`src/rtl/lru_pkg.sv`:
```
package lru_pkg;
  typedef enum logic [1:0] {
    SZ_BYTE = 2'd0,
    SZ_HALF = 2'd1,
    SZ_WORD = 2'd2,
    SZ_DBL  = 2'd3
  } size_e;

  typedef enum logic {
    ST_IDLE = 1'b0,
    ST_WAIT = 1'b1
  } lru_state_e;
endpackage

```
`src/rtl/lru_align_check.sv`:
```
module lru_align_check #(
  parameter int ADDR_W = 64
) (
  input  logic [ADDR_W-1:0] addr,
  input  logic [1:0]        size,
  output logic              misaligned
);
  localparam int OFS_W = 3;

  logic [OFS_W-1:0] low_mask;

  always_comb begin
    for (int b = 0; b < OFS_W; b++) begin
      low_mask[b] = (int'(size) > b);
    end
    misaligned = |(addr[OFS_W-1:0] & low_mask);
  end
endmodule

```
`src/rtl/lru_extend.sv`:
```
module lru_extend #(
  parameter int XLEN = 64
) (
  input  logic [XLEN-1:0] raw,
  input  logic [1:0]      size,
  input  logic            sign_ext,
  output logic [XLEN-1:0] result
);
  localparam int NSUB = 3;

  logic [XLEN-1:0] sub_res [NSUB];

  genvar g;
  generate
    for (g = 0; g < NSUB; g++) begin : g_lane
      localparam int LW = 8 << g;
      logic top_bit;
      assign top_bit = sign_ext & raw[LW-1];
      assign sub_res[g] = {{(XLEN-LW){top_bit}}, raw[LW-1:0]};
    end
  endgenerate

  always_comb begin
    if (size == 2'd3) result = raw;
    else              result = sub_res[size];
  end
endmodule

```
`src/rtl/load_result_unit.sv`:
```
module load_result_unit
  import lru_pkg::*;
#(
  parameter int XLEN           = 64,
  parameter int ADDR_W         = 64,
  parameter int REG_W          = 5,
  parameter int CAUSE_W        = 4,
  parameter int CAUSE_MISALIGN = 4,
  parameter int CAUSE_ACCESS   = 5
) (
  input  logic               clk,
  input  logic               rst,
  input  logic               req_valid,
  output logic               req_ready,
  input  logic [ADDR_W-1:0]  req_addr,
  input  logic [1:0]         req_size,
  input  logic               req_unsigned,
  input  logic               req_acquire,
  input  logic               req_reserve,
  input  logic [REG_W-1:0]   req_rd,
  output logic               mem_req_valid,
  output logic [ADDR_W-1:0]  mem_req_addr,
  output logic [1:0]         mem_req_size,
  input  logic               mem_rsp_valid,
  input  logic [XLEN-1:0]    mem_rsp_data,
  input  logic               mem_rsp_fault,
  output logic               wb_valid,
  output logic [REG_W-1:0]   wb_rd,
  output logic [XLEN-1:0]    wb_data,
  output logic               trap_valid,
  output logic [CAUSE_W-1:0] trap_cause,
  output logic [ADDR_W-1:0]  trap_tval,
  output logic               int_err
);
  localparam logic [CAUSE_W-1:0] C_MIS = CAUSE_W'(CAUSE_MISALIGN);
  localparam logic [CAUSE_W-1:0] C_ACC = CAUSE_W'(CAUSE_ACCESS);

  lru_state_e        state_q;
  logic [ADDR_W-1:0] addr_q;
  logic [1:0]        size_q;
  logic              sext_q;
  logic [REG_W-1:0]  rd_q;

  logic              req_mis;
  logic              needs_align;
  logic              bad_res_size;
  logic [XLEN-1:0]   ext_data;

  lru_align_check #(.ADDR_W(ADDR_W)) u_align (
    .addr       (req_addr),
    .size       (req_size),
    .misaligned (req_mis)
  );

  lru_extend #(.XLEN(XLEN)) u_ext (
    .raw      (mem_rsp_data),
    .size     (size_q),
    .sign_ext (sext_q),
    .result   (ext_data)
  );

  assign needs_align  = req_acquire | req_reserve;
  assign bad_res_size = req_reserve & ~req_size[1];
  assign req_ready    = (state_q == ST_IDLE);

  always_ff @(posedge clk) begin
    if (rst) begin
      state_q       <= ST_IDLE;
      addr_q        <= '0;
      size_q        <= '0;
      sext_q        <= 1'b0;
      rd_q          <= '0;
      mem_req_valid <= 1'b0;
      mem_req_addr  <= '0;
      mem_req_size  <= '0;
      wb_valid      <= 1'b0;
      wb_rd         <= '0;
      wb_data       <= '0;
      trap_valid    <= 1'b0;
      trap_cause    <= '0;
      trap_tval     <= '0;
      int_err       <= 1'b0;
    end else begin
      mem_req_valid <= 1'b0;
      wb_valid      <= 1'b0;
      trap_valid    <= 1'b0;
      int_err       <= 1'b0;
      unique case (state_q)
        ST_IDLE: begin
          if (req_valid) begin
            addr_q <= req_addr;
            size_q <= req_size;
            sext_q <= req_reserve | ~req_unsigned;
            rd_q   <= req_rd;
            if (bad_res_size) begin
              int_err <= 1'b1;
            end else if (needs_align && req_mis) begin
              trap_valid <= 1'b1;
              trap_cause <= C_MIS;
              trap_tval  <= req_addr;
            end else begin
              mem_req_valid <= 1'b1;
              mem_req_addr  <= req_addr;
              mem_req_size  <= req_size;
              state_q       <= ST_WAIT;
            end
          end
        end
        ST_WAIT: begin
          if (mem_rsp_valid) begin
            state_q <= ST_IDLE;
            if (mem_rsp_fault) begin
              trap_valid <= 1'b1;
              trap_cause <= C_ACC;
              trap_tval  <= addr_q;
            end else begin
              wb_valid <= 1'b1;
              wb_rd    <= rd_q;
              wb_data  <= ext_data;
            end
          end
        end
        default: state_q <= ST_IDLE;
      endcase
    end
  end
endmodule

```
`config.mk`:
```
export PLATFORM = sky130hd
export DESIGN_NAME = load_result_unit
export DESIGN_NICKNAME = d
export VERILOG_FILES = /design/src/rtl/lru_pkg.sv /design/src/rtl/lru_align_check.sv /design/src/rtl/lru_extend.sv /design/src/rtl/load_result_unit.sv
export SDC_FILE = /design/constraint.sdc
export NUM_CORES = 1
export LEC_CHECK = 0
export ABC_AREA = 1
export CORE_UTILIZATION = 34
export DETAILED_ROUTE_END_ITERATION = 8
export GPL_TIMING_DRIVEN = 0
export SYNTH_ARGS = -nofsm -noshare
export SYNTH_HDL_FRONTEND = slang
export SYNTH_SLANG_ARGS = --single-unit
```
`constraint.sdc`:
```
create_clock -name clk -period 1.3 [get_ports clk]
set_input_delay 0.26 -clock clk [delete_from_list [all_inputs] [get_ports clk]]
set_output_delay 0.26 -clock clk [all_outputs]
set_load 0.05 [all_outputs]
```
Word-level counts from Yosys, hierarchy flattened --
Cells that the tools add are included.
Word-level totals: register bits after elaboration 280, bits of input ports 143, logic and storage cells 79
Cells by class: eq/ne operators 6, muxes and demuxes 29, magnitude comparators 4, reduce and logical (&&, ||, !) cells 9, bitwise logic cells 16
Operator list (count):
- 64-bit 2-to-1 mux | 8
- 64-bit binary-select mux with 2-bit select | 1
- 64-bit case mux with 2 select lines | 1
- 4-bit 2-to-1 mux | 5
- 1-bit 2-to-1 mux | 11
- 3-bit OR reduction | 3
- 2-bit != test (second input constant) | 4
- 1-bit NOT | 8
- 4-bit case mux with 2 select lines | 1
- 5-bit AND reduction | 1
- 1-bit AND | 4
- 2-bit by 1-bit greater-than comparator with 1-bit output (second input constant) | 2
- 1-bit case mux with 2 select lines | 2
- 4-bit AND reduction | 1
- 3-bit AND | 1
- 3-bit greater-or-equal comparator (second input constant) | 1
- 2-bit NOT with 3-bit output | 1
- 3-bit AND reduction | 1
- 2-bit == test (second input constant) | 1
- 2-bit greater-than comparator (second input constant) | 1
- 2-bit by 1-bit != test with 1-bit output (second input constant) | 1
- 1-bit OR | 2
- 2-bit AND reduction | 1
- 2-bit OR reduction | 1
- 1-bit logical AND | 1

Logic depth before layout (Yosys ltp) --
Gate-level depths: netlist (run 1).
depth after elaboration 8, gate-level depth with buffers 9

Cells and area by module --
From an unflattened synthesis (run 1), not the netlist that was laid out.
Second synthesis, totals: cell total of the unflattened synthesis 1690, area, all modules 11745.0 um^2
By module, submodules not included:
- load_result_unit | area each 10908.0 um^2, cells each 1529, times used 1
- lru_extend | area each 813.3 um^2, cells each 155, times used 1
- lru_align_check | area each 23.8 um^2, cells each 6, times used 1

Least setup slack after synthesis (run 1) --
No wires, ideal clock.
path kind register to register, start point register state_q, end point register mem_req_addr[23], buffers on the path 2, clock period less this slack 1529 ps, stages on the path, launching flop included 9, path slack -229 ps, required time 1184 ps, arrival 1413 ps, cell sequence dfxtp_1 > inv_2 > nand2_4 > nor2_4 > nand2_1 > buf_2 > buf_2 > o21ai_0 > nor2_1
Between the ends: cells in the longest elaborated chain, start to end 2
RTL lines:
- from (decl) | line load_result_unit.sv:38 | lru_state_e state_q;
- from (signal assigned) | line load_result_unit.sv:68 | state_q <= ST_IDLE;
- from (signal assigned) | line load_result_unit.sv:105 | state_q <= ST_WAIT;
- from (signal assigned) | line load_result_unit.sv:111 | state_q <= ST_IDLE;
- 1-bit NOT (no line)
- net req_ready | line load_result_unit.sv:14 | output logic req_ready,
- 4-bit AND reduction (no line)
- to (signal assigned) | line load_result_unit.sv:103 | mem_req_addr <= req_addr;
- to (decl) | line load_result_unit.sv:22 | output logic [ADDR_W-1:0] mem_req_addr,
The timed path passes the listed nets, and every way through them passes these cells. A chain may end at the register's enable or synchronous reset.

Worst setup path after layout (run 1) --
start point register state_q, end point register trap_tval[17]
Between the ends: cells in the longest elaborated chain, start to end 3, elaborated cells on any way between the ends 8, those cells by class eq/ne: 5; mux: 1; bitwise: 1; reduce/logical: 1
RTL lines:
- 1-bit NOT (no line)
- 2-bit by 1-bit != test with 1-bit output (no line) / 2-bit != test (equally long branches)
- 5-bit AND reduction (no line)
- to (signal assigned) | line load_result_unit.sv:100 | trap_tval <= req_addr;
- to (signal assigned) | line load_result_unit.sv:115 | trap_tval <= addr_q;
- to (decl) | line load_result_unit.sv:32 | output logic [ADDR_W-1:0] trap_tval,
Parallel ways exist; a longest one is shown, timed or not.

==> impl_metrics.yaml, run 1 <==
worst_setup_path:
  reg2reg_depth: 9
  path_cells: "inv_8, nand2_8, nor2_4, nand3_4, buf_6, clkbuf_16, buf_12, a21oi_2, nor2_1"
  crit_required_ns: 1.69
  slowest_delay_ns: 0.37
  r2r_start: "state_q$_SDFF_PP0_"
  arrival_ns: 1.91
  regToRegSetupSlack_ns: -0.22
  timing.rr.end: "trap_tval[17]$_SDFFE_PP0P_"
  critical_path_class: "reg2reg"
  cp-start-kind: "register"
  cp-end-kind: "register"
  cp_max_fo: 5
  cp_slowest_cell: "dfxtp_4"
timing:
  fin_crit_ns: 1.52
  slew_violations: 0
  finalSetupViolations: 207
  rsz0062_at_grt: "true"
  hold-worst-slack_ns: 0.149
  max_slew_margin_pct: 44.0
  fin_crit_sh_pct: 117
  finalWorstSetupSlack_ns: -0.224
  finClkSkew_ns: 0.0110
  hold_violations: 0
  clock.fmax_mhz: 656
  tightest_slew_ns: 0.841
global_route:
  gr-total-overflow: 0
  grt_pass1_wl_mm: 63.8
  grt_max_degree: 13
  grt_pass1_vias: 11600
  antenna_found_initial: 5
  gr-usage-all-layers_pct: 24.1
layout:
  syn2layout_area_growth_pct: 62.6
  instances_no_fill: 2493
  fillCellCount: 3142
  nets: 2167
  drive_above_1_share_pct: 27.1
  final_area_mm2: 0.0185
clock_tree:
  clk_pin_slew_ns: 0.06
  numCtsBuffers: 34
  cts_tree: "built"
  root_buffer: "clkbuf_16"
  clock-sinks: 278
  clkLatencyLatePin_ns: 0.50
  cts_hold_buf: 0
  htreeDepth: 2
  clock_path_buffers: 3
yosys:
  yosysWarningCount: 0
  syn_area_mm2: 0.0114
  netlist_instances: 1612
  avgSynthCellArea_um2: 7.06
  synth_cell_types: 24
  seq_area_frac_synth_pct: 48.9
  ys_ff_latch: 278
floorplan:
  chipHeight_um: 185
  io-pin-count: 351
  dieArea_mm2: 0.0342
  die_w_um: 185
  initial_core_util_pct: 34.8
  row_count: 66
  coreArea_mm2: 0.0327
place:
  place_congestion: 0.833
  place_ws_ns: -1.11
  dpl.hpwl_mm: 30.5
  dp_cells: 2402
  port_buffers: 347
  placed_area_mm2: 0.0155
min_path:
  hold_path_class: "in2reg"
  min_to: "mem_req_size[0]$_SDFFE_PP0P_"
  hold_start: "req_size[0]"
  min_delay_path_depth: 3
outcome:
  status: "complete, but fails checks"
  violations: "negative setup slack"
pwr:
  total_power_w: 0.0249
  irDropWorstVdd_mv: 0.849
  power_leakage_nw: 8.17
  power_density_mw_per_mm2: 1350
detailed_routing:
  drc_errors: 0
  wl_mm: 42.9
  route.vias.total: 12100
  drt_first_pass_iters: 6
  drt_iter0_drc: 692
  via_per_inst: 4.87
  wl_per_cell_um: 17.2
  drtAntennaViolNets: 0
run:
  max_cap_violations: 0
[sequential cells by signal, indices dropped and copies added, names as in the netlist]
register       cells
mem_req_addr      64
wb_valid           1
trap_tval         64
trap_valid         1
int_err            1
state_q            1
wb_data           64
sext_q             1
addr_q            64
trap_cause         2
mem_req_valid      1
wb_rd              5
rd_q               5
size_q             2
mem_req_size       2
[where the power goes]
group	leakage, nW	internal, W	total, W	switching [W]
Combinational	5.28	0.00218	0.00554	0.00336
Sequential	2.31	0.00912	0.00951	0.000389
Clock	0.579	0.00618	0.00989	0.00370
[critical path: cells and delay by family (launching register included)]
kind	cells	cell delay, ns
simple gates	4	0.36
buf+inv	4	0.55
compound gates	1	0.14
flops	1	0.37
[repair_timing]
item                                     CTS  global route
pin swaps                                 15            29
buffers inserted                          13             1
cloned                                     7             9
resized for setup                       1688           176
endpoints found under the setup margin   483           400
[layout by cell type, fill, tap and decap left out, types with 26 or more instances in the layout]
cell type / instances
a21oi_2: 46
clkbuf_1: 36
inv_1: 152
buf_6: 178
dfxtp_1: 216
nand2_1: 169
clkbuf_16: 48
clkdlybuf4s50_1: 138
a21oi_1: 26
o21ai_0: 191
o21ai_1: 75
nand3_1: 141
nor2_1: 322
buf_4: 61
dfxtp_2: 53
[metrics by stage]
step,utilization [%],setup TNS (ns)
final,56.6,-22.50
after global routing,56.6,-41.69
after CTS,54.9,-30.92
after detailed placement,47.5,-231.69
after global placement,47.5,-227.20
after floorplan,-,-0.548
[final cells by class]
class | instances | area [µm²] | share of cell area [%]
Antenna cell | 2 | 5.00 | 0.0270
Buffer | 132 | 1110 | 6.03
Clock buffer | 53 | 1060 | 5.71
Clock inverter | 8 | 119 | 0.642
Inverter | 156 | 599 | 3.24
Multi-Input combinational cell | 1047 | 5190 | 28.1
Sequential cell | 278 | 5670 | 30.6
Tap cell | 442 | 553 | 2.99
Timing Repair Buffer | 375 | 4200 | 22.7
[worst max-delay path by stage]
stage,start,end,slack (ns),cells past startpoint
2_1_floorplan,state_q$_SDFF_PP0_,trap_tval[11]$_SDFFE_PP0P_,-0.01,8
3_3_place_gp,mem_rsp_valid,wb_data[2]$_SDFFE_PP0P_,-1.07,7
3_5_place_dp,mem_rsp_valid,wb_data[2]$_SDFFE_PP0P_,-1.11,7
4_1_cts,state_q$_SDFF_PP0_,trap_tval[55]$_SDFFE_PP0P_,-0.21,9
5_1_grt,state_q$_SDFF_PP0_,trap_tval[23]$_SDFFE_PP0P_,-0.29,10
6_report,state_q$_SDFF_PP0_,trap_tval[17]$_SDFFE_PP0P_,-0.22,9
[cell families after synthesis]
group / synth area share (%)
and+or+nand+nor: 24.4
AOI/OAI and AO/OA: 16.5
buffers and inverters: 10.1
DFF: 48.9
other: 0.0329
[synth_stat cells, drive strengths merged]
library cell	number	share of area, %
inv	155	5.1
clkinv	1	0.033
nand4	1	0.055
nand3	167	7.5
conb	1	0.033
dfxtp	278	49
nor2	331	11
a21oi	84	3.7
nand2	174	5.8
nor3	1	0.044
o21ai	269	12
a31oi	17	0.93
a41oi	1	0.077
clkbuf	80	2.7
buf	52	2.3
[routing by layer]
layer  GRT usage [%]  vias to the layer above  wire length (µm)
li1                -                     6011                 -
met1            28.5                     5555             17400
met2            40.6                      471             19800
met3            7.43                      103              3890
met4            9.59                        4              1670
met5               0                        -                23
Note: power is estimated with default switching activity, not from simulation.
==> run 2: changes to the inputs <==
--- a/config.mk
+++ b/config.mk
@@ -6,9 +6,11 @@
 export NUM_CORES = 1
 export LEC_CHECK = 0
 export ABC_AREA = 1
+export CORE_MARGIN = 3
 export CORE_UTILIZATION = 34
 export DETAILED_ROUTE_END_ITERATION = 8
 export GPL_TIMING_DRIVEN = 0
+export SETUP_SLACK_MARGIN = 0.5
 export SYNTH_ARGS = -nofsm -noshare
 export SYNTH_HDL_FRONTEND = slang
 export SYNTH_SLANG_ARGS = --single-unit
==> run 2 against run 1 <==
Compared with the run above: the run still ends with negative setup slack left; via count grew 0.85%; design area grew 8.6%; first-iteration DRC count shrank 0.87%; critical path depth shrank 1; setup slack gained 0.0025 ns.
==> impl_metrics.yaml, run 2 (synthesized netlist as in run 1, its figures left out) <==
worst_setup_path:
  cp_max_fo: 8
  crit_path_start: "state_q$_SDFF_PP0_"
  crit_required_ns: 1.70
  cp-start-kind: "register"
  r2r_start: "state_q$_SDFF_PP0_"
  arrival_ns: 1.93
  critical_path_class: "reg2reg"
  cp-end-kind: "register"
global_route:
  grt_max_degree: 14
  antenna_found_initial: 3
  met2_usage_pct: 40.3
  grt_pass1_vias: 11800
  grt_pass1_wl_mm: 65.9
  gr-usage-all-layers_pct: 23.2
  use_met3_pct: 7.85
  grt.busiest_layer: "met2"
  gr-total-overflow: 0
  grt_util_met1_pct: 27.8
timing:
  hold_violations: 0
  slew_violations: 0
  tightest_slew_ns: 0.854
  finClkSkew_ns: 0.0181
  fin_crit_sh_pct: 117
  finalSetupViolations: 255
  finalWorstSetupSlack_ns: -0.222
  rsz0062_at_grt: "true"
  fin_crit_ns: 1.52
  tns_ns: -27.48
  max_slew_margin_pct: 43.1
  clock.fmax_mhz: 657
min_path:
  hold_start: "rst"
  hold_path_class: "in2reg"
detailed_routing:
  via_per_inst: 4.88
  route.vias.total: 12200
  drtAntennaViolNets: 0
  wl_per_cell_um: 18.1
  drt_first_pass_iters: 5
  drc_errors: 0
  drt_iter0_drc: 686
  wl_mm: 45.4
pwr:
  p_sw_share_pct: 30.2
  total_power_w: 0.0257
  power_leakage_nw: 8.69
  p_int_w: 0.0180
  irDropWorstVdd_mv: 0.747
  power_frac_clock_pct: 38.5
  pwr-share-comb_pct: 24.0
  power_density_mw_per_mm2: 1280
  switchingPower_w: 0.00778
  seqPwrFrac_pct: 37.5
layout:
  utilization_pct: 61.3
  drive_above_1_share_pct: 37.1
  regArea_mm2: 0.00584
  syn2layout_area_growth_pct: 76.6
  final_common_cell: "nor2_1"
  fillCellCount: 2901
  mostFrequentLayoutCells: "nor2_1 (319), buf_8 (202), dfxtp_2 (192)"
  nets: 2186
  multi_input_area_mm2: 0.00545
clock_tree:
  clock_path_buffers: 3
  clkLatencyLatePin_ns: 0.51
  root_buffer: "clkbuf_16"
  htreeDepth: 2
  clock-sinks: 278
  clk_pin_slew_ns: 0.06
  cts_tree: "built"
  numCtsBuffers: 34
floorplan:
  chipHeight_um: 189
  coreArea_mm2: 0.0328
  die_w_um: 189
  dieArea_mm2: 0.0357
  io-pin-count: 351
  initial_core_util_pct: 34.7
  row_count: 66
outcome:
  status: "complete, but fails checks"
  violations: "negative setup slack"
run:
  max_cap_violations: 0
place:
  place_congestion: 0.867
  port_buffers: 347
  dpl.hpwl_mm: 31.5
-- run 2: cell count changes in the layout (fill, tap and decap cells not counted), sizes merged, moves of 2 or more --
cell	change
buf	+11
dlygate4sd2	+2
clkbuf	+6
bufbuf	-2
inv	-2
clkinv	+5
-- run 2: area by class of cell --
cell class / instances / area share, %
flip-flops and latches: 278 / 29.1
multi-input cells: 1047 / 27.1
repair buffers: 394 / 25.7
plain buffers: 132 / 6.43
clock buffers: 49 / 5.13
inverters: 156 / 3.08
well taps: 442 / 2.75
clock inverters: 12 / 0.716
diodes: 1 / 0.0125
-- run 2: worst max-delay path, cell delays in order (launching register included) --
cell and delay (ns):
dfxtp_4 0.37, inv_8 0.07, nand2_8 0.06, nor2_4 0.14, nand3_4 0.18, buf_16 0.21, clkbuf_16 0.17, a21oi_2 0.13
nor2_1 0.06
-- run 2: repair_timing --
action	in CTS	in global routing
pin swaps	8	33
setup buffers	9	18
gates cloned	3	17
hold buffers	0	0
setup endpoints to repair	484	484
gates resized for setup	1975	260
-- run 2: final timing paths --
kind	slack (ns)	end	depth (start not counted)
setup / recovery	-0.22	trap_tval[56]$_SDFFE_PP0P_	8
hold / removal	0.04	wb_data[10]$_SDFFE_PP0P_	4
setup reg to reg	-0.22	trap_tval[56]$_SDFFE_PP0P_	8
hold reg to reg	0.47	addr_q[2]$_SDFFE_PP0P_	2
-- run 2: power by group through the flow --
| stage | registers, W | logic [W] | clock network (W) |
|---|---|---|---|
| 5_1_grt | 0.00971 | 0.00654 | 0.0104 |
| 4_1_cts | 0.00963 | 0.00561 | 0.0100 |
| 6_report | 0.00965 | 0.00618 | 0.00991 |
| 3_3_place_gp | 0.00957 | 0.00492 | 0 |
| 2_1_floorplan | 0.0110 | 0.00164 | 0 |
| 3_5_place_dp | 0.00959 | 0.00496 | 0 |
-- run 2: routing by layer --
metal  vias up  wire (µm)
li1       6055          -
met1      5723      18300
met2       403      22300
met3        62       3800
met4         4        944
met5         -         27
-- run 2: metrics by stage --
stage          std cells  setup slack (ns)  cell area (µm²)  hold WS [ns]
6_report            2511            -0.222            20100        0.0401
2_1_floorplan       1613           -0.0110            11800         0.338
3_5_place_dp        2402            -0.977            15800         0.452
5_1_grt             2510            -0.302            20100        0.0569
4_1_cts             2475            -0.211            18800        0.0325
3_3_place_gp        2402            -0.949            15800         0.448
==> run 3: changes to the inputs <==
--- a/config.mk
+++ b/config.mk
@@ -10,6 +10,7 @@
 export CORE_UTILIZATION = 34
 export DETAILED_ROUTE_END_ITERATION = 8
 export GPL_TIMING_DRIVEN = 0
+export MAX_ROUTING_LAYER = met4
 export SETUP_SLACK_MARGIN = 0.5
 export SYNTH_ARGS = -nofsm -noshare
 export SYNTH_HDL_FRONTEND = slang
==> run 3 against run 2 <==
Compared with the run above: the run still ends with negative setup slack left; sequential power about the same; clock skew up 0.0013 ns; critical path type unchanged; global-route usage up 0.71 points; critical endpoint is now trap_tval[39]$_SDFFE_PP0P_; sequential cell count unchanged; sequential share of layout area down 0.20 points; first-iteration DRC count down 2.5%; setup slack worse by 0.0088 ns; combinational power up 1%; wire length up 0.74%.
==> impl_metrics.yaml, run 3 (synthesized netlist as in run 1, its figures left out) <==
outcome:
  status: "complete, but fails checks"
  violations: "negative setup slack"
global_route:
  grt_max_degree: 14
  grt_pass1_vias: 11800
  grt_pass1_wl_mm: 65.8
  antenna_found_initial: 4
  gr-usage-all-layers_pct: 23.9
  gr-total-overflow: 0
layout:
  instances_no_fill: 2516
  final_common_cell: "nor2_1"
  fillCellCount: 2887
  drive_above_1_share_pct: 38.2
  multi_input_area_mm2: 0.00553
  nets: 2188
  syn2layout_area_growth_pct: 77.8
  regArea_mm2: 0.00584
  mostFrequentLayoutCells: "nor2_1 (318), buf_8 (202), dfxtp_2 (192)"
min_path:
  min_delay_path_depth: 4
  hold_path_class: "in2reg"
  hold_start: "rst"
  min_to: "wb_data[10]$_SDFFE_PP0P_"
clock_tree:
  root_buffer: "clkbuf_16"
  numCtsBuffers: 34
  clock_path_buffers: 3
  clkLatencyLatePin_ns: 0.51
  clk_pin_slew_ns: 0.06
  cts_tree: "built"
  clock-sinks: 278
  htreeDepth: 2
timing:
  fin_crit_ns: 1.53
  clock.fmax_mhz: 653
  tightest_slew_ns: 0.939
  max_slew_margin_pct: 37.4
  finClkSkew_ns: 0.0194
  hold_violations: 0
  rsz0062_at_grt: "true"
  fin_crit_sh_pct: 118
  hold-worst-slack_ns: 0.0405
  finalWorstSetupSlack_ns: -0.231
  slew_violations: 0
  finalSetupViolations: 247
floorplan:
  io-pin-count: 351
  initial_core_util_pct: 34.7
  dieArea_mm2: 0.0357
  row_count: 66
  die_w_um: 189
  chipHeight_um: 189
  coreArea_mm2: 0.0328
detailed_routing:
  route.vias.total: 12300
  wl_mm: 45.7
  via_per_inst: 4.88
  drt_iter0_drc: 669
  drt_first_pass_iters: 5
  drc_errors: 0
  drtAntennaViolNets: 0
  wl_per_cell_um: 18.2
worst_setup_path:
  critical_path_class: "reg2reg"
  regToRegSetupSlack_ns: -0.23
  r2r_start: "state_q$_SDFF_PP0_"
  path_cells: "inv_8, nand2_8, nor2_4, nand3_4, buf_12, buf_8, a21oi_4, nor2_1"
  cp_max_fo: 10
  arrival_ns: 1.93
  timing.rr.end: "trap_tval[39]$_SDFFE_PP0P_"
  slowest_delay_ns: 0.37
  cp-end-kind: "register"
  cpLargestDelayFamily: "buffers and inverters"
  cp-start-kind: "register"
  crit_required_ns: 1.70
  cp_slowest_cell: "dfxtp_4"
  cp_num_buf_inv: 3
  reg2reg_depth: 8
pwr:
  irDropWorstVdd_mv: 0.754
  power_leakage_nw: 8.74
  total_power_w: 0.0258
  power_density_mw_per_mm2: 1280
place:
  place_congestion: 0.882
  port_buffers: 347
  dp_cells: 2402
  dpl.hpwl_mm: 31.5
run:
  max_cap_violations: 0
-- run 3: changes by cell type in the layout (fill, tap and decap cells not counted), moves of 2 or more --
cell,previous run,this run
buf_12,15,17
a21oi_2,48,51
o21ai_2,31,46
diode_2,1,4
nand3_1,134,132
o21ai_1,71,66
nand3_2,28,30
a21oi_1,21,18
o21ai_0,167,157
-- run 3: per-layer routing --
layer,vias up,global-route usage (%),wire (µm)
met5,-,-,0
met4,0,5.39,928
met3,60,7.57,3590
met2,384,40.3,22600
met1,5761,28.0,18600
li1,6067,-,-
-- run 3: layout make-up --
| cell class | count | area share (%) |
|---|---|---|
| Clock buffer | 49 | 5.10 |
| Inverter | 156 | 3.05 |
| Clock inverter | 12 | 0.711 |
| Buffer | 132 | 6.42 |
| Multi-Input combinational cell | 1047 | 27.4 |
| Tap cell | 442 | 2.73 |
| Sequential cell | 278 | 28.9 |
| Timing Repair Buffer | 396 | 25.7 |
| Antenna cell | 4 | 0.0495 |
-- run 3: stage by stage --
step	worst slack, ns	util (%)	TNS (ns)	cell area, µm²
floorplan	-0.0110	-	-0.541	11800
global placement	-0.949	48.2	-203.20	15800
detailed placement	-0.977	48.2	-209.75	15800
CTS	-0.211	57.4	-28.81	18800
global route	-0.302	61.7	-44.58	20200
finish	-0.231	61.7	-27.22	20200
-- run 3: worst min-delay path: stages --
cell and delay, ns:
buf_6 0.11, nor2_1 0.06, o21ai_2 0.04, inv_1 0.03
-- run 3: how the worst max path moves through the flow --
stage	from	to	slack, ns	cells past startpoint
after floorplan	state_q$_SDFF_PP0_	trap_tval[11]$_SDFFE_PP0P_	-0.01	8
after global placement	req_addr[0]	state_q$_SDFF_PP0_	-0.95	10
after detailed placement	req_addr[0]	state_q$_SDFF_PP0_	-0.98	10
after CTS	state_q$_SDFF_PP0_	trap_tval[39]$_SDFFE_PP0P_	-0.21	8
after global routing	state_q$_SDFF_PP0_	trap_tval[54]$_SDFFE_PP0P_	-0.30	9
final	state_q$_SDFF_PP0_	trap_tval[39]$_SDFFE_PP0P_	-0.23	8
-- run 3: where the power goes --
group	switching [W]	total [W]	internal (W)
Combinational	0.00355	0.00624	0.00269
Sequential	0.000474	0.00965	0.00918
Clock	0.00379	0.00991	0.00612
Total	0.00781	0.0258	0.0180
-- run 3: repair_timing --
item                       4_1_cts  5_1_grt
hold endpoints to repair         0        0
hold buffers                     0        0
setup endpoints to repair      484      484
gates resized for setup       1975      297
gates cloned                     3       18
buffers inserted                 9       19
pin swaps                        8       34
